<file path="config.mk">
export PLATFORM = sky130hd
export DESIGN_NAME = dma_chan_seq
export DESIGN_NICKNAME = d
export VERILOG_FILES = /design/src/rtl/dma_seq_pkg.sv /design/src/rtl/dma_src_decode.sv /design/src/rtl/dma_req_sync.sv /design/src/rtl/dma_addr_step.sv /design/src/rtl/dma_chan_seq.sv
export SDC_FILE = /design/constraint.sdc
export NUM_CORES = 1
export LEC_CHECK = 0
export BUFFER_PORTS_ARGS = -buffer_cell sky130_fd_sc_hd__buf_2
export CAP_MARGIN = 10
export CORE_ASPECT_RATIO = 2
export CORE_MARGIN = 2
export CORE_UTILIZATION = 30
export DETAILED_ROUTE_END_ITERATION = 10
export GPL_TIMING_DRIVEN = 1
export PLACE_DENSITY = 0.5
export SKIP_CTS_REPAIR_TIMING = 1
export SYNTH_ARGS = -nofsm -noshare
export SYNTH_HDL_FRONTEND = slang
export SYNTH_SLANG_ARGS = --single-unit
</file>
<file path="constraint.sdc">
create_clock -name clk -period 2.68 [get_ports clk]
set_input_delay 0.134 -clock clk [delete_from_list [all_inputs] [get_ports clk]]
set_output_delay 0.134 -clock clk [all_outputs]
set_load 0.005 [all_outputs]
</file>
<file path="src/rtl/dma_seq_pkg.sv">
package dma_seq_pkg;

    localparam int CTRL_W = 9;

    localparam logic [3:0] CODE_PIN_EDGE  = 4'b0010;
    localparam logic [3:0] CODE_PIN_LEVEL = 4'b0011;
    localparam logic [3:0] CODE_AUTO_ONE  = 4'b0110;
    localparam logic [3:0] CODE_AUTO_RUN  = 4'b0111;

    typedef struct packed {
        logic       en;
        logic       word;
        logic       down;
        logic       step_en;
        logic       spare;
        logic [3:0] code;
    } ctrl_t;

    typedef enum logic [2:0] {
        TRIG_NONE,
        TRIG_EDGE,
        TRIG_LEVEL,
        TRIG_STEAL,
        TRIG_BURST
    } trig_e;

endpackage

</file>
<file path="src/rtl/dma_src_decode.sv">
module dma_src_decode
    import dma_seq_pkg::*;
(
    input  logic [3:0] code,
    output trig_e      kind
);
    always_comb begin
        case (code)
            CODE_PIN_EDGE:  kind = TRIG_EDGE;
            CODE_PIN_LEVEL: kind = TRIG_LEVEL;
            CODE_AUTO_ONE:  kind = TRIG_STEAL;
            CODE_AUTO_RUN:  kind = TRIG_BURST;
            default:        kind = TRIG_NONE;
        endcase
    end
endmodule

</file>
<file path="src/rtl/dma_req_sync.sv">
module dma_req_sync #(
    parameter int STAGES = 2
) (
    input  logic clk,
    input  logic rst_n,
    input  logic pin_n,
    output logic lvl,
    output logic fall
);
    typedef struct packed {
        logic [STAGES-1:0] chain;
        logic              prev;
    } sync_t;

    sync_t s_d, s_q;

    always_comb begin
        s_d       = s_q;
        s_d.chain = {s_q.chain[STAGES-2:0], pin_n};
        s_d.prev  = s_q.chain[STAGES-1];
        lvl       = s_q.chain[STAGES-1];
        fall      = s_q.prev & ~s_q.chain[STAGES-1];
    end

    always_ff @(posedge clk or negedge rst_n) begin
        if (!rst_n) s_q <= '1;
        else        s_q <= s_d;
    end
endmodule

</file>
<file path="src/rtl/dma_addr_step.sv">
module dma_addr_step #(
    parameter int ADDR_W = 16
) (
    input  logic [ADDR_W-1:0] addr,
    input  logic              word,
    input  logic              down,
    input  logic              step_en,
    output logic [ADDR_W-1:0] next
);
    logic [ADDR_W-1:0] delta;

    always_comb begin
        delta = word ? ADDR_W'(2) : ADDR_W'(1);
        if (!step_en)  next = addr;
        else if (down) next = addr - delta;
        else           next = addr + delta;
    end
endmodule

</file>
<file path="src/rtl/dma_chan_seq.sv">
module dma_chan_seq
    import dma_seq_pkg::*;
#(
    parameter int ADDR_W      = 16,
    parameter int CNT_W       = 16,
    parameter int SYNC_STAGES = 2
) (
    input  logic              clk,
    input  logic              rst_n,
    input  logic              ctrl_we,
    input  logic [8:0]        ctrl_wdata,
    output logic [8:0]        ctrl_rdata,
    input  logic              dst_we,
    input  logic [ADDR_W-1:0] dst_wdata,
    input  logic              cnt_we,
    input  logic [CNT_W-1:0]  cnt_wdata,
    input  logic              ext_req_n,
    output logic              bus_req,
    input  logic              bus_grant,
    input  logic              xfer_ack,
    output logic [ADDR_W-1:0] dst_addr,
    output logic [CNT_W-1:0]  xfer_cnt,
    output logic              xfer_word,
    output logic              done_pulse
);
    localparam logic [CNT_W-1:0] CNT_ONE = CNT_W'(1);

    typedef struct packed {
        ctrl_t             ctrl;
        logic [ADDR_W-1:0] dst;
        logic [CNT_W-1:0]  cnt;
        logic              pend;
        logic              req;
        logic              done;
    } state_t;

    state_t            s_d, s_q;
    trig_e             kind;
    logic              pin_lvl;
    logic              pin_fall;
    logic              xfer_fire;
    logic              want;
    logic [ADDR_W-1:0] dst_next;

    dma_src_decode dec_i (
        .code (s_q.ctrl.code),
        .kind (kind)
    );

    dma_req_sync #(.STAGES(SYNC_STAGES)) sync_i (
        .clk   (clk),
        .rst_n (rst_n),
        .pin_n (ext_req_n),
        .lvl   (pin_lvl),
        .fall  (pin_fall)
    );

    dma_addr_step #(.ADDR_W(ADDR_W)) step_i (
        .addr    (s_q.dst),
        .word    (s_q.ctrl.word),
        .down    (s_q.ctrl.down),
        .step_en (s_q.ctrl.step_en),
        .next    (dst_next)
    );

    always_comb begin
        s_d       = s_q;
        s_d.done  = 1'b0;
        xfer_fire = s_q.req & bus_grant & xfer_ack;

        case (kind)
            TRIG_EDGE:  want = s_q.pend;
            TRIG_LEVEL: want = ~pin_lvl;
            TRIG_STEAL: want = 1'b1;
            TRIG_BURST: want = 1'b1;
            default:    want = 1'b0;
        endcase
        want = want & s_q.ctrl.en & (s_q.cnt != '0);

        // Edge-mode pending flag: cleared by a finished transfer, set by a new edge.
        if (xfer_fire) s_d.pend = 1'b0;
        if (pin_fall && kind == TRIG_EDGE && s_q.ctrl.en) s_d.pend = 1'b1;
        if (kind != TRIG_EDGE || !s_q.ctrl.en) s_d.pend = 1'b0;

        if (xfer_fire) begin
            s_d.dst = dst_next;
            s_d.cnt = s_q.cnt - CNT_ONE;
            s_d.req = (kind == TRIG_BURST) && s_q.ctrl.en && (s_q.cnt > CNT_ONE);
            if (s_q.cnt == CNT_ONE) begin
                s_d.ctrl.en = 1'b0;
                s_d.done    = 1'b1;
            end
        end else begin
            s_d.req = want;
        end

        if (ctrl_we) s_d.ctrl = ctrl_t'(ctrl_wdata);
        if (dst_we)  s_d.dst  = dst_wdata;
        if (cnt_we)  s_d.cnt  = cnt_wdata;
    end

    always_ff @(posedge clk or negedge rst_n) begin
        if (!rst_n) s_q <= '0;
        else        s_q <= s_d;
    end

    assign ctrl_rdata = s_q.ctrl;
    assign bus_req    = s_q.req;
    assign dst_addr   = s_q.dst;
    assign xfer_cnt   = s_q.cnt;
    assign xfer_word  = s_q.ctrl.word;
    assign done_pulse = s_q.done;
endmodule

</file>
==> run summary <==
EDFF count, synth - 0
MaxCap Viol Count - 0
Drt first pass iters - 4
H-tree levels - 2
Measured slew at the worst slew-check pin - 0.555 ns
Slew margin rel. - 63.0%
Remaining global-route overflow - 0
Area delta synth->final - 15.2%
Via-to-Cell Ratio - 5.10
Multi-input logic area - 0.00172 sq mm
WL per Instance - 16.3 um
Ys flop type - dfrtp_1
Total GRT Usage - 16.2%
Die W - 78.2 um
Starting DRT DRC Count - 58
Register area share after synthesis - 35.8%
Placer Congestion - 0.852
Final worst slack - 0.256 ns
Reg area - 0.00118 sq mm
Die Y - 152 um
Final setup violation count - 0
Core Rows - 54
Avg Inst Size Synth - 8.73 sq um
Synthesized cell area - 0.00330 sq mm
Share of cells above drive strength 1 - 29.1%
Leakage - 1.74 nW
Outcome - finished clean
Crit path DAT - 2.65 ns
Clk buf depth - 2
Clk slew on worst S/H paths - 0.08 ns
Worst setup SP type - flip-flop
Fin crit period - 2.42 ns
TNS Setup - 0 ns
Filler instances - 1,146
First-pass GRT wire length - 15.1 mm
Cells after synthesis - 378
Most crowded layer after global routing - met2
Nets - 496
Met1 Use GR - 15.9%
P per Cell Area - 561 mW/mm^2
Final wirelength - 9.29 mm
Final Util - 35.2%
Critical Path End Type - flip-flop
Die area - 0.0119 sq mm
IO Pins - 93
Routing usage on met2 - 31.3%
Post-synth net total - 445
Hold path startpoint - dst_wdata[11]
Setup Skew - 0.0100 ns
Root Driver - clkbuf_16
Met3 Resource Use GR - 2.25%
Crit path top cell by count - a21oi_1
Port-buffer cells - 92
Initial antenna violation count - 0
CP max FO - 14
Critical path's slowest cell - dfrtp_1
# clock sinks - 47
Total power draw - 2.13 mW
Crit-path cells - buf_4 -> ha_1 -> a21oi_1 -> o21ai_0 -> a21oi_1 -> o22ai_1 -> mux2_2 -> a31oi_1
Dpl ws - 0.254 ns
Final worst-path cycle share - 90.5%
Synth Warn # - 0
Via Count - 2,909
Final hold vios - 0
Yosys reg bits - 47
N_diodes - 0
Worst-Skew Late Latency - 0.30 ns
Post-synth ARST share - 100%
Hpwl dp - 7.18 mm
Hold WC Path Type - in -> reg
Core Box Area - 0.0108 sq mm
Crit-path max cell delay - 0.47 ns
Kind of critical path - reg -> reg
Initial core utilization - 30.5%
Peak supply drop - 0.000299 V
Vias in the first global route - 3,002
Distinct cell type count after synthesis - 48
DR DRC count - 0
Post-DRT Antenna Nets - 0
Cts bufs inserted - 5
Final slew viol count - 0
CTS tree - yes
Worst path required time - 2.90 ns
Unrepaired setup endpoints after global routing - no
Largest net degree at the start of global routing - 39
R2r startpoint - ctrl_rdata[6]
Max Clk Rate - 0.412 GHz
Crit path launch - ctrl_rdata[6]
cells in the mapped netlist, types with 9 or more instances:
cell      instances  area [sq um]
o21a_1           10          75.1
ha_1             17           213
a21oi_1          27           135
dfrtp_1          44          1100
nand3_1          10          50.1
nor3_1           18          90.1
nand2_1          36           135
o21ai_0          35           175
xnor2_1          14           123
nor2_1           20          75.1
clkbuf_1         15          56.3
inv_1             9          33.8
buf_4            41           308
layout by cell type (no fill, tap or decap), drive strengths merged, types with 4 or more instances in the layout:
cell type  instances
mux2               8
buf               98
clkbuf             5
o31ai              4
or3                4
inv               12
o21ai             37
nor4               6
and3               9
a21oi             27
nand3             10
nor2              20
ha                17
a21o               6
xnor2             14
dfrtp             44
nand2             36
nor3              18
o21a              10
cells by family after synthesis:
| kind of cell | after synthesis | synth area share (%) |
|---|---|---|
| AOI/OAI and AO/OA | 101 | 18.5 |
| and+or+nand+nor | 121 | 19.1 |
| xor gates and xnor gates | 17 | 4.51 |
| adders and majority gates | 18 | 7.05 |
| buffers and inverters | 65 | 12.1 |
| muxes | 9 | 3.03 |
| DFF | 47 | 35.8 |
worst max-delay path: cells and delay by family (launching register included):
kind / cells / cell delay, ns
multiplexers: 1 / 0.36
buffers and inverters: 1 / 0.23
adder cells (fa/ha/maj): 1 / 0.40
AO/OA/AOI/OAI: 5 / 0.89
flip-flops: 1 / 0.47
power breakdown:
| group | total, mW | switching [mW] | internal (mW) |
|---|---|---|---|
| clock network | 0.683 | 0.325 | 0.358 |
| registers | 0.844 | 0.0706 | 0.773 |
| logic | 0.604 | 0.326 | 0.277 |
per-stage QoR:
step | area [sq um] | instances | hold WS (ns)
CTS | 3780 | 568 | -0.320
detailed placement | 3630 | 560 | 0.0102
floorplan | 3300 | 378 | -0.162
finish | 3800 | 570 | 0.0289
global placement | 3630 | 560 | 0.000254
global route | 3800 | 570 | 0.0298
cell type report:
type	instances	share of cell area, %
Clock buffer	5	3.29
Clock inverter	3	0.691
Inverter	9	0.889
Multi-Input combinational cell	266	45.3
Sequential cell	47	31.1
Tap cell	140	4.61
Timing Repair Buffer	100	14.2
final timing paths:
kind,to,slack [ns],depth (start not counted)
min in group asynchronous,ctrl_rdata[4],0.22,2
max in group asynchronous,dst_addr[0],1.64,3
min,dst_addr[11],0.03,2
min reg2reg,sync_i.lvl,0.36,0
max,dst_addr[13],0.26,8
max reg2reg,dst_addr[13],0.26,8
metal layers:
layer / part of all wire (%) / up-vias
met5: 0 / -
met3: 3.9 / 26
met4: 4.6 / 0
li1: - / 1408
met2: 57 / 92
met1: 34 / 1383
Note: power is estimated with default switching activity, not from simulation.
